[src/rtl/irqp_pkg.sv]
package irqp_pkg;
  typedef enum logic [2:0] {
    OP_NONE,
    OP_ACK_RD,
    OP_ACK_WR,
    OP_PRIO_WR,
    OP_IPI_WR,
    OP_PRIO_RD,
    OP_IPI_RD,
    OP_NULL_RD
  } bus_op_e;

  localparam logic [1:0] SEL_ACK  = 2'd0;
  localparam logic [1:0] SEL_PRIO = 2'd1;
  localparam logic [1:0] SEL_IPI  = 2'd2;
endpackage

[src/rtl/irqp_decode.sv]
module irqp_decode import irqp_pkg::*; #(
  parameter int SRC_W  = 8,
  parameter int PRIO_W = 4
) (
  input  logic                    rd,
  input  logic                    wr,
  input  logic [1:0]              addr,
  input  logic [SRC_W+PRIO_W-1:0] wdata,
  output bus_op_e                 op,
  output logic [PRIO_W-1:0]       w_prio,
  output logic [SRC_W-1:0]        w_src
);
  assign w_prio = wdata[SRC_W +: PRIO_W];
  assign w_src  = wdata[SRC_W-1:0];

  always_comb begin
    op = OP_NONE;
    if (wr) begin
      case (addr)
        SEL_ACK:  op = OP_ACK_WR;
        SEL_PRIO: op = OP_PRIO_WR;
        SEL_IPI:  op = OP_IPI_WR;
        default:  op = OP_NONE;
      endcase
    end else if (rd) begin
      case (addr)
        SEL_ACK:  op = OP_ACK_RD;
        SEL_PRIO: op = OP_PRIO_RD;
        SEL_IPI:  op = OP_IPI_RD;
        default:  op = OP_NULL_RD;
      endcase
    end
  end
endmodule

[src/rtl/irqp_pick.sv]
module irqp_pick #(
  parameter int PRIO_W = 4
) (
  input  logic [PRIO_W-1:0] cpu_prio,
  input  logic              ext_valid,
  input  logic [PRIO_W-1:0] ext_prio,
  input  logic [PRIO_W-1:0] ipi_prio,
  output logic              take_ipi,
  output logic              take_ext
);
  localparam logic [PRIO_W-1:0] IDLE_CODE = '1;

  logic ipi_live;

  // an armed IPI is presentable only when it beats the thread priority
  assign ipi_live = (ipi_prio != IDLE_CODE) && (ipi_prio < cpu_prio);
  // the IPI wins ties against the stored external interrupt
  assign take_ipi = ipi_live && (!ext_valid || (ipi_prio <= ext_prio));
  assign take_ext = ext_valid && !take_ipi;
endmodule

[src/rtl/irqp_admit.sv]
module irqp_admit #(
  parameter int PRIO_W = 4
) (
  input  logic              req_valid,
  input  logic [PRIO_W-1:0] req_prio,
  input  logic [PRIO_W-1:0] cpu_mid,
  input  logic              ext_mid,
  input  logic [PRIO_W-1:0] ext_prio,
  output logic              drop,
  output logic              keep,
  output logic              accept,
  output logic              reject,
  output logic              bump
);
  // a stored interrupt that no longer beats the thread priority goes back
  assign drop   = ext_mid && (ext_prio >= cpu_mid);
  assign keep   = ext_mid && !drop;
  assign accept = req_valid && (req_prio < cpu_mid) && (!keep || (req_prio < ext_prio));
  assign reject = req_valid && !accept;
  assign bump   = drop || (accept && keep);
endmodule

[src/rtl/irq_presenter.sv]
module irq_presenter import irqp_pkg::*; #(
  parameter int SRC_W    = 8,
  parameter int PRIO_W   = 4,
  parameter int NONE_SRC = 0,
  parameter int IPI_SRC  = 2
) (
  input  logic                    clk,
  input  logic                    rst,
  input  logic                    req_valid,
  input  logic [SRC_W-1:0]        req_src,
  input  logic [PRIO_W-1:0]       req_prio,
  output logic                    req_accept,
  output logic                    req_reject,
  output logic                    bump_valid,
  output logic [SRC_W-1:0]        bump_src,
  input  logic                    bus_rd,
  input  logic                    bus_wr,
  input  logic [1:0]              bus_addr,
  input  logic [SRC_W+PRIO_W-1:0] bus_wdata,
  output logic                    rd_valid,
  output logic [SRC_W+PRIO_W-1:0] rd_data,
  output logic                    eoi_valid,
  output logic [SRC_W-1:0]        eoi_src,
  output logic                    irq_out
);
  localparam int                DW        = SRC_W + PRIO_W;
  localparam logic [PRIO_W-1:0] IDLE_CODE = '1;
  localparam logic [SRC_W-1:0]  NONE_ID   = SRC_W'(NONE_SRC);
  localparam logic [SRC_W-1:0]  IPI_ID    = SRC_W'(IPI_SRC);
  localparam logic [SRC_W-1:0]  ZERO_SRC  = '0;

  // architectural state
  logic [PRIO_W-1:0] cpu_q;
  logic              pend_v_q;
  logic [SRC_W-1:0]  pend_src_q;
  logic [PRIO_W-1:0] pend_p_q;
  logic [PRIO_W-1:0] ipi_q;

  bus_op_e           op;
  logic [PRIO_W-1:0] w_prio;
  logic [SRC_W-1:0]  w_src;
  logic              take_ipi, take_ext;

  // state after the bus operation, before admission
  logic [PRIO_W-1:0] cpu_m, ipi_m;
  logic              pv_m;
  logic              rvalid_n, eoi_n;
  logic [DW-1:0]     rdata_n;

  logic drop, keep, accept, reject, bump;
  logic pend_v_n, irq_n;

  irqp_decode #(.SRC_W(SRC_W), .PRIO_W(PRIO_W)) u_dec (
    .rd(bus_rd), .wr(bus_wr), .addr(bus_addr), .wdata(bus_wdata),
    .op(op), .w_prio(w_prio), .w_src(w_src)
  );

  irqp_pick #(.PRIO_W(PRIO_W)) u_pick (
    .cpu_prio(cpu_q), .ext_valid(pend_v_q), .ext_prio(pend_p_q), .ipi_prio(ipi_q),
    .take_ipi(take_ipi), .take_ext(take_ext)
  );

  always_comb begin
    cpu_m    = cpu_q;
    pv_m     = pend_v_q;
    ipi_m    = ipi_q;
    rvalid_n = 1'b0;
    rdata_n  = '0;
    eoi_n    = 1'b0;
    case (op)
      OP_ACK_RD: begin
        rvalid_n = 1'b1;
        if (take_ipi) begin
          rdata_n = {cpu_q, IPI_ID};
          cpu_m   = ipi_q;
          ipi_m   = IDLE_CODE;
        end else if (take_ext) begin
          rdata_n = {cpu_q, pend_src_q};
          cpu_m   = pend_p_q;
          pv_m    = 1'b0;
        end else begin
          rdata_n = {cpu_q, NONE_ID};
        end
      end
      OP_ACK_WR: begin
        eoi_n = 1'b1;
        // an end-of-interrupt write may only keep or lower the priority
        if (w_prio >= cpu_q) cpu_m = w_prio;
      end
      OP_PRIO_WR: cpu_m = w_prio;
      OP_IPI_WR:  ipi_m = w_prio;
      OP_PRIO_RD: begin
        rvalid_n = 1'b1;
        rdata_n  = {cpu_q, ZERO_SRC};
      end
      OP_IPI_RD: begin
        rvalid_n = 1'b1;
        rdata_n  = {ipi_q, ZERO_SRC};
      end
      OP_NULL_RD: rvalid_n = 1'b1;
      default: ;
    endcase
  end

  irqp_admit #(.PRIO_W(PRIO_W)) u_admit (
    .req_valid(req_valid), .req_prio(req_prio), .cpu_mid(cpu_m),
    .ext_mid(pv_m), .ext_prio(pend_p_q),
    .drop(drop), .keep(keep), .accept(accept), .reject(reject), .bump(bump)
  );

  assign pend_v_n = accept || keep;
  assign irq_n    = pend_v_n || ((ipi_m != IDLE_CODE) && (ipi_m < cpu_m));

  always_ff @(posedge clk) begin
    if (rst) begin
      cpu_q      <= IDLE_CODE;
      ipi_q      <= IDLE_CODE;
      pend_v_q   <= 1'b0;
      pend_src_q <= '0;
      pend_p_q   <= IDLE_CODE;
      req_accept <= 1'b0;
      req_reject <= 1'b0;
      bump_valid <= 1'b0;
      bump_src   <= '0;
      rd_valid   <= 1'b0;
      rd_data    <= '0;
      eoi_valid  <= 1'b0;
      eoi_src    <= '0;
      irq_out    <= 1'b0;
    end else begin
      cpu_q      <= cpu_m;
      ipi_q      <= ipi_m;
      pend_v_q   <= pend_v_n;
      if (accept) begin
        pend_src_q <= req_src;
        pend_p_q   <= req_prio;
      end
      req_accept <= accept;
      req_reject <= reject;
      bump_valid <= bump;
      bump_src   <= pend_src_q;
      rd_valid   <= rvalid_n;
      rd_data    <= rdata_n;
      eoi_valid  <= eoi_n;
      eoi_src    <= w_src;
      irq_out    <= irq_n;
    end
  end
endmodule

[config.mk]
export PLATFORM = sky130hd
export DESIGN_NAME = irq_presenter
export DESIGN_NICKNAME = d
export VERILOG_FILES = /design/src/rtl/irqp_pkg.sv /design/src/rtl/irqp_decode.sv /design/src/rtl/irqp_pick.sv /design/src/rtl/irqp_admit.sv /design/src/rtl/irq_presenter.sv
export SDC_FILE = /design/constraint.sdc
export NUM_CORES = 1
export LEC_CHECK = 0
export BUFFER_PORTS_ARGS = -buffer_cell sky130_fd_sc_hd__buf_2
export CAP_MARGIN = 20
export CORE_MARGIN = 8
export CORE_UTILIZATION = 45
export DETAILED_ROUTE_END_ITERATION = 6
export PLACE_DENSITY = 0.75
export SYNTH_ARGS = -nofsm -noshare
export SYNTH_HDL_FRONTEND = slang
export SYNTH_SLANG_ARGS = --single-unit
[constraint.sdc]
create_clock -name clk -period 5.4 [get_ports clk]
set_input_delay 0 -clock clk [delete_from_list [all_inputs] [get_ports clk]]
set_output_delay 0 -clock clk [all_outputs]
set_load 0.02 [all_outputs]
==> results.md <==
- Drt pass-1 iters: 5
- CTS sink cnt: 55
- Clk buf depth: 2
- Syn nets: 345
- Crit-path max FO: 15
- Initial antenna violation count: 0
- Sw power: 0.287 mW
- Worst setup EP type: flop
- Pint: 0.637 mW
- F_max: 215 MHz
- First-pass GRT wire length: 10.6 mm
- Routed WL: 6.34 mm
- Top_reg_cell synth: dfxtp_1
- Synth-to-layout area growth: 24.1%
- Hold Crit Class: input pin to flop
- H-tree levels: 2
- Slew margin rel.: 46.6%
- Vias in the first global route: 2,232
- Insertion delay to the later sink of the worst-skew pair: 300 ps
- Largest net degree at the start of global routing: 50
- Number of synthesized flops with an enable pin: 0
- Via density: 5.10
- GPL Wtd Cong: 0.913
- Post-synthesis simple-gate area fraction: 23.0%
- I/O Buffers: 64
- Routed length per instance: 14.2 um
- Async set-reset flop share out of synthesis: 0%
- Num rows: 28
- Register bit total from synthesis: 55
- PD cells: 279 nW/um^2
- Top Ports: 65
- Highest metal used: met4
- Worst path required time: 5600 ps
- Synth Area in Adders: 11.3%
- First DRT Iteration DRCs: 108
- Slowest cell on crit path: o221ai_4
- Starting Density: 45.9%
- Clock Skews: 7.35 ps
- Gr usage total: 14.9%
- Final worst-path cycle share: 86.1%
- Die H: 93.0 um
- Cts hold-fix bufs: 19
- Transition time of the tightest slew-check pin: 800 ps
- Crit Path Class: flop to flop
- Post-synth cell types: 47
- CTS Root Cell: clkbuf_8
- Flop pwr share: 48.9%
- DR vias: 2,274
- CTS resizes: 0
- Placed Area: 3030 sq um
- Mux cell area share after synthesis: 5.72%
- DP Wirelength: 4.71 mm
- ANT cells: 0
- Largest family of logic cells by synthesized area: simple AND/OR/NAND/NOR gates
- Setup tns final: 0 ps
- Slowest stage delay, CP: 580 ps
- Layout cells sized above 1: 22.9%
- Final setup violation count: 0
- Clock network power share: 24.2%
- Hold Fails Final Rpt: 0
- Mapped Cells: 290
- Antenna-violating nets left: 0
- Worst hold slack: 13.6 ps
- Metal3 WL: 492 um
- Slew Viols, Final: 0
- Syn_area_per_cell: 9.20 sq um
- Worst Path Arrival: 4850 ps
- Minimum clock period: 4650 ps
- Wl on met1: 2.76 mm
- Max-Cap Viols: 0
- Post-route cell area: 3310 sq um
- Die X: 93.0 um
- Post-route DRC: 0
- Global route total overflow: 0
- Compound-Gate Fraction of Synth Area: 14.5%
- CP startpoint kind: flop
- Yosys warns: 0
- Worst vdd ir: 0.116 mV
- Setup bufs post-CTS: 0
- Core area: 5820 sq um
- Combinational Power Share: 27.0%
- Clock slew at reported path FFs: 100 ps
- CTS tree: done
- Switching share of total power: 31.0%
- Cts bufs inserted: 5
- Die Area: 8650 sq um
- FILL cells: 548
- XOR/XNOR Fraction of Synth Area: 0%
- Leakage: 1.65 nW
- Worst path cell trace: inv_1, ha_1, nor2b_1, o211ai_1, a21oi_1, nor2_1, mux2_2, a221oi_1, ha_1, a21o_1, a21o_1, a21oi_1, nand3_1, o221ai_4, mux2_2
- Outcome: finished, final reports clean
- Total Nets Final: 425
- RSZ-0062 raised after global routing: false
- DR WL met2: 3.01 mm
- Mapped Area: 2670 sq um
- Seq/Total Area, Yosys: 41.3%
[registers in the layout, summed over array words and instances, names as in the netlist]
register / flops
irq_out: 1
rd_data: 12
bump_src: 8
req_accept: 1
pend_p_q: 4
pend_v_q: 1
bump_valid: 1
eoi_src: 8
pend_src_q: 8
cpu_q: 4
rd_valid: 1
req_reject: 1
ipi_q: 4
eoi_valid: 1
[power by group through the flow]
stage | Combinational [mW] | Clock [mW] | Sequential (mW)
finish | 0.249 | 0.223 | 0.452
global route | 0.277 | 0.250 | 0.456
CTS | 0.248 | 0.238 | 0.452
detailed placement | 0.236 | 0 | 0.461
global placement | 0.231 | 0 | 0.461
floorplan | 0.164 | 0 | 0.470
[cell usage in the layout, fill, tap and decap left out, types with 4 or more instances in the layout]
cell / Yosys / layout
buf_2: 1 / 64
clkbuf_8: 0 / 5
ha_1: 24 / 24
inv_1: 17 / 17
dlygate4sd3_1: 0 / 19
nor2b_1: 14 / 14
nand2_1: 19 / 19
nor3_1: 5 / 5
mux2i_1: 13 / 13
or2_2: 4 / 4
nand3_1: 10 / 10
o21ai_0: 6 / 6
a21oi_1: 17 / 17
nand2b_1: 19 / 19
dfxtp_1: 55 / 55
nor2_1: 27 / 27
a211o_1: 4 / 4
a21o_1: 5 / 5
[synth_stat cells, types with 2 or more instances]
library cell	count	share of area (%)
mux2i_1	13	4.9
inv_1	17	2.4
nand3_1	10	1.9
nor3b_1	2	0.56
a2bb2oi_1	3	0.98
o21ai_0	6	1.1
dfxtp_1	55	41
clkbuf_1	7	0.98
nor2_1	27	3.8
a31oi_1	3	0.70
nand2_1	19	2.7
nand4_1	2	0.47
nor3_1	5	0.94
nor2b_1	14	3.3
or2_2	4	0.94
a211oi_1	3	0.84
mux2_2	2	0.84
ha_1	24	11
o22ai_1	2	0.47
nand2b_1	19	4.5
and4_1	2	0.66
o221ai_1	2	0.66
a21oi_1	17	3.2
a211o_1	4	1.3
a21o_1	5	1.4
or3_1	2	0.47
[cells by family (layout without fill, tap and decap cells)]
group                    count (synthesis)  count (layout)
buffers and inverters                   27             108
flip-flops                              55              55
adder cells (fa/ha/maj)                 24              24
AO/OA/AOI/OAI                           55              55
AND/OR/NAND/NOR                        114             114
multiplexers                            15              15
[stage by stage]
step                      setup slack [ps]  std cells  power [mW]  util (%)
after global placement                 972        419       0.691      52.1
after detailed placement               813        419       0.697      52.1
final                                  749        446       0.924      57.0
after global routing                   417        446       0.982      57.0
after floorplan                       1510        290       0.635         -
after CTS                              756        446       0.938      57.0
[critical path: cells and delay by family, from the launching register on]
family / cells / cell delay [ps]
buffers and inverters: 1 / 80
adders and majority gates: 2 / 670
muxes: 2 / 770
AOI/OAI and AO/OA: 7 / 2010
DFF: 1 / 390
and+or+nand+nor: 3 / 620
[path summary, 6_finish.rpt]
check | start | slack, ps | end | depth (start not counted)
worst max register to register | pend_p_q[1] | 750 | pend_src_q[1] | 15
worst max-delay path | pend_p_q[1] | 750 | pend_src_q[1] | 15
worst min-delay path | req_prio[1] | 10 | pend_p_q[1] | 3
worst min register to register | pend_src_q[7] | 470 | bump_src[7] | 2
[final cells by class]
class,count,area (sq um),area share [%]
multi-input combinational,208,1450,43.8
clock buffer,5,68.8,2.08
timing repair buffer,83,510,15.4
inverter,17,63.8,1.93
sequential,55,1100,33.2
tap,75,93.8,2.83
clock inverter,3,22.5,0.680
[layer usage]
metal	vias up	global-route usage, %
li1	1173	-
met1	1019	18.3
met2	74	24.4
met3	8	4.41
met4	0	4.43
met5	-	0
(Power assumes the default switching activity.)
